`config.mk`:
```
export PLATFORM = sky130hd
export DESIGN_NAME = ssr_status_reg
export DESIGN_NICKNAME = d
export VERILOG_FILES = /design/src/rtl/ssr_pkg.sv /design/src/rtl/ssr_clr_flag.sv /design/src/rtl/ssr_hw_bit.sv /design/src/rtl/ssr_status_reg.sv
export SDC_FILE = /design/constraint.sdc
export NUM_CORES = 1
export LEC_CHECK = 0
export ABC_AREA = 1
export CAP_MARGIN = 0
export CORE_MARGIN = 8
export CORE_UTILIZATION = 39
export CTS_CLUSTER_SIZE = 28
export DETAILED_ROUTE_END_ITERATION = 8
export GPL_ROUTABILITY_DRIVEN = 0
export PLACE_DENSITY = 0.82
export SLEW_MARGIN = 20
export SYNTH_ARGS = -nofsm -noshare
export SYNTH_HDL_FRONTEND = slang
export SYNTH_SLANG_ARGS = --single-unit
```
`constraint.sdc`:
```
create_clock -name clk -period 1.2 [get_ports clk]
set_clock_uncertainty 0.15 [all_clocks]
set_input_delay 0.24 -clock clk [delete_from_list [all_inputs] [get_ports clk]]
set_output_delay 0.24 -clock clk [all_outputs]
set_load 0.01 [all_outputs]
```
`src/rtl/ssr_pkg.sv`:
```
package ssr_pkg;
  localparam int SSR_W     = 8;
  localparam int N_CLR     = 5;   // event flags occupy bits 7..3
  localparam int CLR_LSB   = 3;
  localparam int BIT_TXE   = 7;
  localparam int BIT_TEND  = 2;
  localparam int BIT_MPBR  = 1;
  localparam int BIT_MPBT  = 0;
  localparam logic [SSR_W-1:0] SSR_INIT = 8'h84;
endpackage

```
`src/rtl/ssr_clr_flag.sv`:
```
// Event flag with read-then-clear protection.
module ssr_clr_flag #(
  parameter logic INIT = 1'b0
) (
  input  logic clk,
  input  logic rst_n,
  input  logic init_i,
  input  logic set_i,
  input  logic hw_clr_i,
  input  logic rd_i,
  input  logic wr_i,
  input  logic wbit_i,
  output logic flag_o
);
  logic armed_q;

  always_ff @(posedge clk or negedge rst_n) begin
    if (!rst_n) begin
      flag_o  <= INIT;
      armed_q <= 1'b0;
    end else if (init_i) begin
      flag_o  <= INIT;
      armed_q <= 1'b0;
    end else if (set_i) begin
      // a new event always wins and cancels a pending clear
      flag_o  <= 1'b1;
      armed_q <= 1'b0;
    end else if (hw_clr_i) begin
      flag_o  <= 1'b0;
      armed_q <= 1'b0;
    end else if (wr_i && !wbit_i && armed_q) begin
      flag_o  <= 1'b0;
      armed_q <= 1'b0;
    end else if (rd_i && flag_o) begin
      armed_q <= 1'b1;
    end
  end
endmodule

```
`src/rtl/ssr_hw_bit.sv`:
```
// Bit owned by hardware only; set has priority over clear.
module ssr_hw_bit #(
  parameter logic INIT = 1'b0
) (
  input  logic clk,
  input  logic rst_n,
  input  logic init_i,
  input  logic set_i,
  input  logic clr_i,
  output logic q_o
);
  always_ff @(posedge clk or negedge rst_n) begin
    if (!rst_n)       q_o <= INIT;
    else if (init_i)  q_o <= INIT;
    else if (set_i)   q_o <= 1'b1;
    else if (clr_i)   q_o <= 1'b0;
  end
endmodule

```
`src/rtl/ssr_status_reg.sv`:
```
module ssr_status_reg
  import ssr_pkg::*;
(
  input  logic             clk,
  input  logic             rst_n,
  input  logic             lp_init,
  input  logic             cpu_rd,
  input  logic             cpu_wr,
  input  logic [SSR_W-1:0] cpu_wdata,
  input  logic             tx_en,
  input  logic             tx_load,
  input  logic             dma_tx_wr,
  input  logic             rx_full_set,
  input  logic             ovr_set,
  input  logic             frm_set,
  input  logic             par_set,
  input  logic             tend_set,
  input  logic             tend_clr,
  input  logic             mpb_load,
  input  logic             mpb_in,
  output logic [SSR_W-1:0] rdata
);
  logic [N_CLR-1:0] set_ev;
  logic [N_CLR-1:0] hw_clr;
  logic [N_CLR-1:0] clr_q;
  logic             tend_q;
  logic             mpbr_q;
  logic             mpbt_q;

  // index 4..0 maps to register bits 7..3
  always_comb begin
    set_ev = {(!tx_en || tx_load), rx_full_set, ovr_set, frm_set, par_set};
    hw_clr = '0;
    hw_clr[BIT_TXE-CLR_LSB] = dma_tx_wr;
  end

  for (genvar g = 0; g < N_CLR; g++) begin : g_flag
    ssr_clr_flag #(.INIT(SSR_INIT[CLR_LSB+g])) u_flag (
      .clk      (clk),
      .rst_n    (rst_n),
      .init_i   (lp_init),
      .set_i    (set_ev[g]),
      .hw_clr_i (hw_clr[g]),
      .rd_i     (cpu_rd),
      .wr_i     (cpu_wr),
      .wbit_i   (cpu_wdata[CLR_LSB+g]),
      .flag_o   (clr_q[g])
    );
  end

  ssr_hw_bit #(.INIT(SSR_INIT[BIT_TEND])) u_tend (
    .clk(clk), .rst_n(rst_n), .init_i(lp_init),
    .set_i(tend_set), .clr_i(tend_clr), .q_o(tend_q)
  );

  ssr_hw_bit #(.INIT(SSR_INIT[BIT_MPBR])) u_mpbr (
    .clk(clk), .rst_n(rst_n), .init_i(lp_init),
    .set_i(mpb_load && mpb_in), .clr_i(mpb_load && !mpb_in), .q_o(mpbr_q)
  );

  always_ff @(posedge clk or negedge rst_n) begin
    if (!rst_n)       mpbt_q <= SSR_INIT[BIT_MPBT];
    else if (lp_init) mpbt_q <= SSR_INIT[BIT_MPBT];
    else if (cpu_wr)  mpbt_q <= cpu_wdata[BIT_MPBT];
  end

  assign rdata = {clr_q, tend_q, mpbr_q, mpbt_q};
endmodule

```
; After elaboration in Yosys (flattened, before gate mapping)
; Index checks and enable logic that the tools add are counted.
[word_totals]
register_bits = 13
in_bits = 24
output_inout_bits = 8
elab_cells = 96
[classes]
mux = 45
reduce_logical = 38
[ops]
columns = cell, count
row1 = 1-bit 2-to-1 mux, 45
row2 = 4-bit nonzero test, 5
row3 = 3-bit nonzero test, 6
row4 = 1-bit logical AND, 17
row5 = 1-bit logical NOT, 7
row6 = 5-bit nonzero test, 1
row7 = 2-bit nonzero test, 1
row8 = 1-bit logical OR, 1

; Depth between registers and ports, before layout
; Gate-level depths: netlist of the first run.
[logic_depth]
ltp_word = 7
depth_mapped = 4
depth_no_buf = 4

; Cells and area by module
; From an unflattened synthesis of the first run, not the netlist that was laid out.
[hier_totals]
hier_cells = 95
hier_area_um2 = 721.9
[modules_own_cells]
columns = module, instances, cells_each, area_each_um2, seq_area_each_um2
row1 = ssr_clr_flag at g_flag[0].u_flag ..., 4, 14, 108.9, 50.0
row2 = ssr_clr_flag at g_flag[4].u_flag, 1, 13, 106.4, 51.3
row3 = ssr_status_reg, 1, 16, 93.8, 25.0
row4 = ssr_hw_bit at u_mpbr, 1, 5, 45.0, 25.0
row5 = ssr_hw_bit at u_tend, 1, 5, 41.3, 26.3

; Least setup slack after synthesis of the first run
; No wires, ideal clock.
[synth_timing]
path_kind = reg-to-output
from = reg g_flag[4].u_flag.flag_o
to = out rdata[7]
t_arrival_ns = 0.622
required_time_ns = 0.810
path_slack_ns = 0.188
path_stages_with_launch = 2
n_path_buf = 1
path_cell_list = dfstp_2 > buf_4
[synth_rtl]
columns = item, line
row1 = from (decl), ssr_clr_flag.sv:13  ; output logic flag_o
row2 = from (signal assigned), ssr_clr_flag.sv:19  ; flag_o <= INIT;
row3 = from (signal assigned), ssr_clr_flag.sv:22  ; flag_o <= INIT;
row4 = from (signal assigned), ssr_clr_flag.sv:26  ; flag_o <= 1'b1;
row5 = to (decl), ssr_status_reg.sv:21  ; output logic [SSR_W-1:0] rdata
; No word-level cell between the ends.

; Worst setup path in the final report of the first run
[layout_timing]
from = reg u_tend.q_o
to = out rdata[2]
[layout_rtl]
columns = item, line
row1 = from (decl), ssr_hw_bit.sv:10  ; output logic q_o
row2 = from (signal assigned), ssr_hw_bit.sv:13  ; if (!rst_n) q_o <= INIT;
row3 = from (signal assigned), ssr_hw_bit.sv:14  ; else if (init_i) q_o <= INIT;
row4 = from (signal assigned), ssr_hw_bit.sv:15  ; else if (set_i) q_o <= 1'b1;
; No word-level cell between the ends.

==> results of run 1 <==
==> worst max path at each step <==
stage,startpoint,end,slack (ps),cells past startpoint
final,u_tend.q_o,rdata[2],-120,1
after floorplan,g_flag[4].u_flag.flag_o,rdata[7],190,1
after global routing,u_tend.q_o,rdata[2],-140,1
after global placement,lp_init,g_flag[1].u_flag.flag_o,-260,4
after CTS,g_flag[4].u_flag.flag_o,rdata[7],-120,1
after detailed placement,lp_init,g_flag[1].u_flag.flag_o,-250,4
==> cells by family (layout without fill, tap and decap cells) <==
group,Yosys count,after routing
and+or+nand+nor,41,41
buffers and inverters,21,57
DFF,13,13
AOI/OAI and AO/OA,8,8
==> area by class of cell <==
class	count	area [um2]	area share (%)
Timing Repair Buffer	40	375	36.7
Sequential cell	13	328	32.1
Multi-Input combinational cell	49	223	21.8
Inverter	13	48.8	4.77
Clock buffer	4	26.3	2.57
Tap cell	17	21.3	2.08
==> power groups by stage <==
stage | Sequential (mW) | Combinational [mW] | Clock, mW
after floorplan | 0.481 | 0.0844 | 0
after global routing | 0.477 | 0.252 | 0.302
after CTS | 0.474 | 0.219 | 0.281
after detailed placement | 0.482 | 0.232 | 0
after global placement | 0.480 | 0.224 | 0
final | 0.475 | 0.228 | 0.273
==> flip-flops by register name (all words and copies together) (netlist names) <==
register / flops
g_flag.u_flag.armed_q: 5
u_tend.q_o: 1
mpbt_q: 1
u_mpbr.q_o: 1
g_flag.u_flag.flag_o: 5
==> timing repair <==
action / in CTS / in global routing
pin swaps: 0 / 0
setup endpoints to repair: 8 / 13
hold buffers: 0 / 0
buffers inserted: 0 / 2
gates resized for setup: 34 / 4
==> cell usage in the layout (no fill, tap or decap), types with 3 or more instances in the layout <==
master / netlist / final
nand2_1: 19 / 19
clkdlybuf4s50_1: 0 / 19
inv_1: 12 / 12
nand3_1: 11 / 11
dfrtp_1: 11 / 11
nor2_1: 10 / 10
buf_4: 8 / 10
buf_2: 0 / 4
buf_6: 0 / 4
a21oi_1: 3 / 3
clkbuf_4: 0 / 3
==> per-stage QoR <==
stage | setup TNS (ps) | area (um2) | setup WS, ps | cells | total power [mW]
floorplan | 0 | 659 | 188 | 83 | 0.566
global placement | -3340 | 991 | -259 | 130 | 0.704
detailed placement | -3500 | 991 | -254 | 130 | 0.714
CTS | -268 | 990 | -122 | 134 | 0.974
global route | -393 | 1020 | -143 | 136 | 1.03
finish | -242 | 1020 | -118 | 136 | 0.975
==> routing by layer <==
layer	share of wire, %	global-route usage [%]	up-vias	wire [um]
met5	0	0	-	0
met4	0.67	7.05	0	12
met3	8.6	3.77	2	154
met2	52	19.5	21	941
met1	38	13.4	296	693
li1	-	-	321	-
==> impl_results.md, run 1 <==
- Status: complete, but fails checks
- Failing checks: negative setup slack
- Final Net Count: around 140
- Register area share after synthesis: approximately 50%
- Critical Path End Type: primary output
- Max-slew headroom: roughly four fifths
- Combinational group share of total power: 23.4%
- DR pass1 iterations: 4
- Die Y: 57.1 um
- Post-DR wirelength/cell: 13.2 um
- CTS Buf Count: 3
- Placeable Area: between 0.0015 and 0.002 mm2
- CP startpoint kind: register
- IO Port Bufs: 29
- Min Tclk post-route: 1320 ps
- Sw frac: between 20% and 30%
- Final core area utilization: 61.9%
- Root Driver: clkbuf_4
- Row cnt: 15
- Most frequent cell after synthesis: nand2_1
- Worst Reg-to-Reg Cells: 5
- Worst Path Arrival: between 900 and 1000 ps
- Number of diodes: 0
- Syn Inst Count: 83
- Mapped Nets: 107
- Clk pwr share: 28.0%
- Fill cells: between 100 and 150
- Fmax achieved: roughly 760 MHz
- Fin. Hold Viols: 0
- Cell Area, Synth: about 660 um2
- Worst Path Buf+Inv: 1
- Internal Power: ~0.73 mW
- Net Sw Power: 0.249 mW
- Die width: 57.1 um
- Synth-to-layout area growth: 55.0%
- Initial antenna violation count: 0
- Unrepaired setup endpoints after global routing: true
- EDFF count, synth: 0
- WHS: 131 ps
- Actual slew at the worst max-slew pin: approximately 290 ps
- Largest net degree at the start of global routing: 14
- Slowest cell on the critical path: dfstp_2
- Mux share of post-synthesis cell area: 0%
- Initial Util: between 30% and 40%
- Setup CP Type: register to primary output
- Worst Path Max Fanout: 2
- Maximum vdd drop: between 0.0006 and 0.0007 V
- Post-synthesis compound-gate area fraction: approximately 7.8%
- H-tree depth: 1
- Post-Synth Adder-Cell Area: 0%
- Fin. max-slew vios: 0
- Register share of total power: approximately 49%
- Hold Crit Class: input pin to asynchronous set/reset pin
- CTS Buffer Depth: 2
- Crit path cell chain: buf_6
- Syn avg cell area: around 7.9 um2
- Top-area cell type share of the netlist area: 41.7%
- Area contributors post-synth: dfrtp_1, nand2_1, buf_4
- #FFs+latches synth: 13
- Setup Viol. Count Final: 3
- Initial DRC count: 10
- GRT Util Overall: 12.0%
- Vias per cell: about 4.7
- Synth unique cells: 13
- CTS tree: done
- Leak Pwr: 0.545 nW
- Vias post-DR: 640
- Clk sink count: 13
- DIE AREA: about 0.0033 mm2
- Fin crit share: 110%
- Clock Latency Late Sink: roughly 280 ps
- Clock transition at the registers of the reported paths: 80 ps
- Synth top cells by count: nand2_1, inv_1, dfrtp_1, nand3_1, nor2_1
- GRT overflow: 0
- CP Data Required Time: around 810 ps
- Total Wirelength: around 1.8 mm
- Combinational family with the most area after synthesis: simple AND/OR/NAND/NOR gates
- Vias in the first global route: between 700 and 800
- Worst reg2reg endpoint: g_flag[4].u_flag.armed_q
- Flop2flop setup slack: 50 ps
- Synth warn: 0
- Max-Cap Viols: 0
- Detail Placement HPWL: ~1.4 mm
- DRC: 0
- FF-to-FF Start: g_flag[4].u_flag.flag_o
- Final worst slack: -118 ps
- Top FF cell, synth: dfrtp_1
- First-pass GRT wire length: 3.17 mm
- PwrDens: around 950 mW/mm2
- XOR/XNOR Fraction of Synth Area: 0%
- Post-route ant nets: 0
- Layout cells sized above 1: 23.5%
- Async set-reset flop share out of synthesis: between 90% and 100%
- Crit path max-delay family: flip-flops
- Io pins: 32
- CP max stage delay: 550 ps
- Leading area contributor after synthesis: dfrtp_1
- Simple-Gate Fraction of Synth Area: between 20% and 30%
Power figures use the tool's default switching activity.
==> run 2: changes to the inputs <==
--- a/config.mk
+++ b/config.mk
@@ -8,12 +8,13 @@
 export ABC_AREA = 1
 export CAP_MARGIN = 0
 export CORE_MARGIN = 8
-export CORE_UTILIZATION = 39
+export CORE_UTILIZATION = 40
 export CTS_CLUSTER_SIZE = 28
 export DETAILED_ROUTE_END_ITERATION = 8
 export GPL_ROUTABILITY_DRIVEN = 0
-export PLACE_DENSITY = 0.82
+export PLACE_DENSITY = 0.81
 export SLEW_MARGIN = 20
 export SYNTH_ARGS = -nofsm -noshare
 export SYNTH_HDL_FRONTEND = slang
+export SYNTH_HIERARCHICAL = 1
 export SYNTH_SLANG_ARGS = --single-unit
==> impl_results.md, run 2 <==
- CTS tree: done
- Cell Area, Synth: 722 um2 (+9.5%)
- CTS Buf Count: 3 (unchanged)
- Final Net Count: 169 (+17%)
- DRC: 0 (unchanged)
- Vias in the first global route: 750 (+6.4%)
- Multi-input logic area: 315 um2 (+42%)
- DIE AREA: 0.00342 mm2 (+4.8%)
- Syn Inst Count: 95 (+14%)
- Leading area contributor after synthesis: dfrtp_1
- Fin. Hold Viols: 0 (unchanged)
- Async set-reset flop share out of synthesis: 100% (unchanged)
- Fin. max-slew vios: 0 (unchanged)
- Worst Path Buf+Inv: 1 (unchanged)
- Most frequent cell after synthesis: inv_1
- Leak Pwr: 0.608 nW (+12%)
- Placeable Area: 0.00171 mm2 (+3.4%)
- Layout cells sized above 1: 22.9% (-0.61 points)
- Row cnt: 15 (unchanged)
- WL met3: 136 um (-12%)
- Slowest cell on the critical path: dfstp_2
- Top FF cell, synth: dfrtp_1
- Initial DRC count: 9 (-1)
- Fill cells: 143 (-2.1%)
- Vias per cell: 4.34 (-7.7%)
- Initial antenna violation count: 0 (unchanged)
- Min Tclk post-route: 1310 ps (-10.1 ps)
- Final worst slack: -108 ps (+10.1 ps)
- Io pins: 32 (unchanged)
- Root Driver: clkbuf_4
- Number of diodes: 0 (unchanged)
- Worst Reg-to-Reg Cells: 4 (-1)
- WL met2: 971 um (+3.2%)
- Setup CP Type: register to primary output
- Synth warn: 6 (+6)
- CTS Buffer Depth: 2 (unchanged)
- Crit path max-delay family: flip-flops
- Total Wirelength: 1.92 mm (+6.5%)
- WL met1: 790 um (+14%)
- Critical Path End Type: primary output
- Register area share after synthesis: 45.4% (-4.3 points)
- Clock Latency Late Sink: 280 ps (about the same)
- Initial Util: 42.3% (+2.3 points)
- Post-CTS Hold Buffers: 0 (unchanged)
- GRT overflow: 0 (unchanged)
- Final std cells w/o fill: 169 (+24%)
- Setup Viol. Count Final: 3 (unchanged)
- Fmax achieved: 765 MHz (+0.78%)
- Crit path cell chain: buf_6
- Top flop regs: g_flag.u_flag/armed_q x5, g_flag.u_flag/flag_o x5
- Syn avg cell area: 7.60 um2 (-4.3%)
- Die width: 58.5 um (+2.4%)
- Fin crit share: 109% (-0.85 points)
- Die Y: 58.5 um (+2.4%)
- Top sig layer: met4
- Commonest non-fill, non-tap cells in the layout: inv_1, nand2_1, clkdlybuf4s50_1, dfrtp_1, buf_4
- EDFF count, synth: 0 (unchanged)
- Worst Path Arrival: 920 ps (about the same)
- Post-place setup slack: -274 ps (-19.7 ps)
- Max-Cap Viols: 0 (unchanged)
- Vias post-DR: 734 (+15%)
- Post-DR wirelength/cell: 11.3 um (-14%)
- CP max stage delay: 540 ps (about the same)
- Largest net degree at the start of global routing: 14 (unchanged)
- Top-area cell type share of the netlist area: 38.1% (-3.6 points)
- #FFs+latches synth: 13 (unchanged)
- Worst Path Max Fanout: 2 (unchanged)
- Critical Path Stages: 1 (unchanged)
- Unrepaired setup endpoints after global routing: true
- Area contributors post-synth: dfrtp_1, inv_1, nand2_1
- Failing checks: negative setup slack
- CP Data Required Time: 810 ps (about the same)
- Post-route ant nets: 0 (unchanged)
- Sequential cell area: 328 um2 (unchanged)
- H-tree depth: 1 (unchanged)
- IO Port Bufs: 29 (unchanged)
- Synth top cells by count: inv_1, nand2_1, dfrtp_1
- DP Cell Count: 161 (+24%)
- DR pass1 iterations: 4 (unchanged)
- CP startpoint kind: register
- Commonest non-fill, non-tap cell in the layout: inv_1
- First-pass GRT wire length: 3.19 mm (+0.41%)
- GRT Util Overall: 11.7% (-0.28 points)
- Maximum vdd drop: 0.000594 V (-12%)
- Clock transition at the registers of the reported paths: 80 ps (about the same)
- Hold Crit Class: input pin to asynchronous set/reset pin
- Synth-to-layout area growth: 58.2%
- Status: complete, but fails checks
- Clk sink count: 13 (unchanged)
- Synth unique cells: 16 (+3)
- Detail Placement HPWL: 1.51 mm (+5.8%)
- PwrDens: 850 mW/mm2 (-11%)
run 2: changes by cell type after synthesis, moves of 3 or more:
| cell | previous run | this run |
|---|---|---|
| nand3_1 | 11 | 6 |
| or2_0 | 0 | 4 |
| nor3_2 | 0 | 4 |
| nand4_1 | 0 | 4 |
| nor2_1 | 10 | 7 |
| buf_4 | 8 | 3 |
| inv_1 | 12 | 22 |
run 2: logic make-up (layout without fill, tap and decap cells):
family	Yosys count	after routing	share of synthesized area, %
compound gates	6	6	4.68
buf+inv	25	67	14.6
flops	13	13	45.4
other cells	1	8	0.519
simple gates	50	50	34.8
run 2: path summary, 6_finish.rpt:
| check | from | to | slack [ps] |
|---|---|---|---|
| setup / recovery | u_tend/q_o | rdata[2] | -110 |
| hold / removal | rst_n | g_flag[4].u_flag/armed_q | 40 |
| setup reg to reg | g_flag[1].u_flag/flag_o | g_flag[1].u_flag/armed_q | 90 |
| hold reg to reg | u_tend/q_o | u_tend/q_o | 320 |
| max in group asynchronous | rst_n | g_flag[2].u_flag/armed_q | 480 |
| min in group clk | cpu_wr | mpbt_q | 220 |
run 2: layout make-up:
type                            instances  share of cell area (%)
Sequential cell                        13                    28.7
Clock buffer                            4                    2.30
Tap cell                               25                    2.74
Multi-Input combinational cell         64                    27.6
Timing Repair Buffer                   41                    31.4
Inverter                               22                    7.23
run 2: per-layer routing:
metal	vias to the layer above	global-route usage, %
met5	-	0
met4	0	6.29
met3	4	3.04
met2	24	18.9
met1	328	13.9
li1	378	-
run 2: worst reg2reg max path: cells and delay by family, from the launching register on:
| kind | cells | cell delay (ps) |
|---|---|---|
| flops | 1 | 390 |
| simple gates | 1 | 60 |
| buf+inv | 2 | 260 |
| compound gates | 1 | 150 |
run 2: where the power goes:
group	switching, mW	leakage [nW]	total (mW)	internal, mW
logic	0.0970	0.425	0.225	0.128
clock network	0.150	0.0150	0.278	0.129
registers	0.00932	0.168	0.467	0.458
run 2: what timing repair did:
| action | 4_1_cts | 5_1_grt |
|---|---|---|
| gates resized for setup | 34 | 2 |
| setup buffers | 1 | 3 |
| setup endpoints to repair | 8 | 12 |
| pin swaps | 0 | 1 |
run 2: stage by stage:
step | cell area (um2) | util, % | TNS (ps) | total power [mW] | hold slack, ps
after floorplan | 748 | - | 0 | 0.552 | -206
after global placement | 1110 | 64.8 | -3120 | 0.693 | 302
after detailed placement | 1110 | 64.8 | -3490 | 0.700 | 305
after CTS | 1110 | 65.2 | -238 | 0.970 | 54.2
after global routing | 1140 | 66.9 | -409 | 1.03 | 62.5
final | 1140 | 66.9 | -215 | 0.971 | 43.5
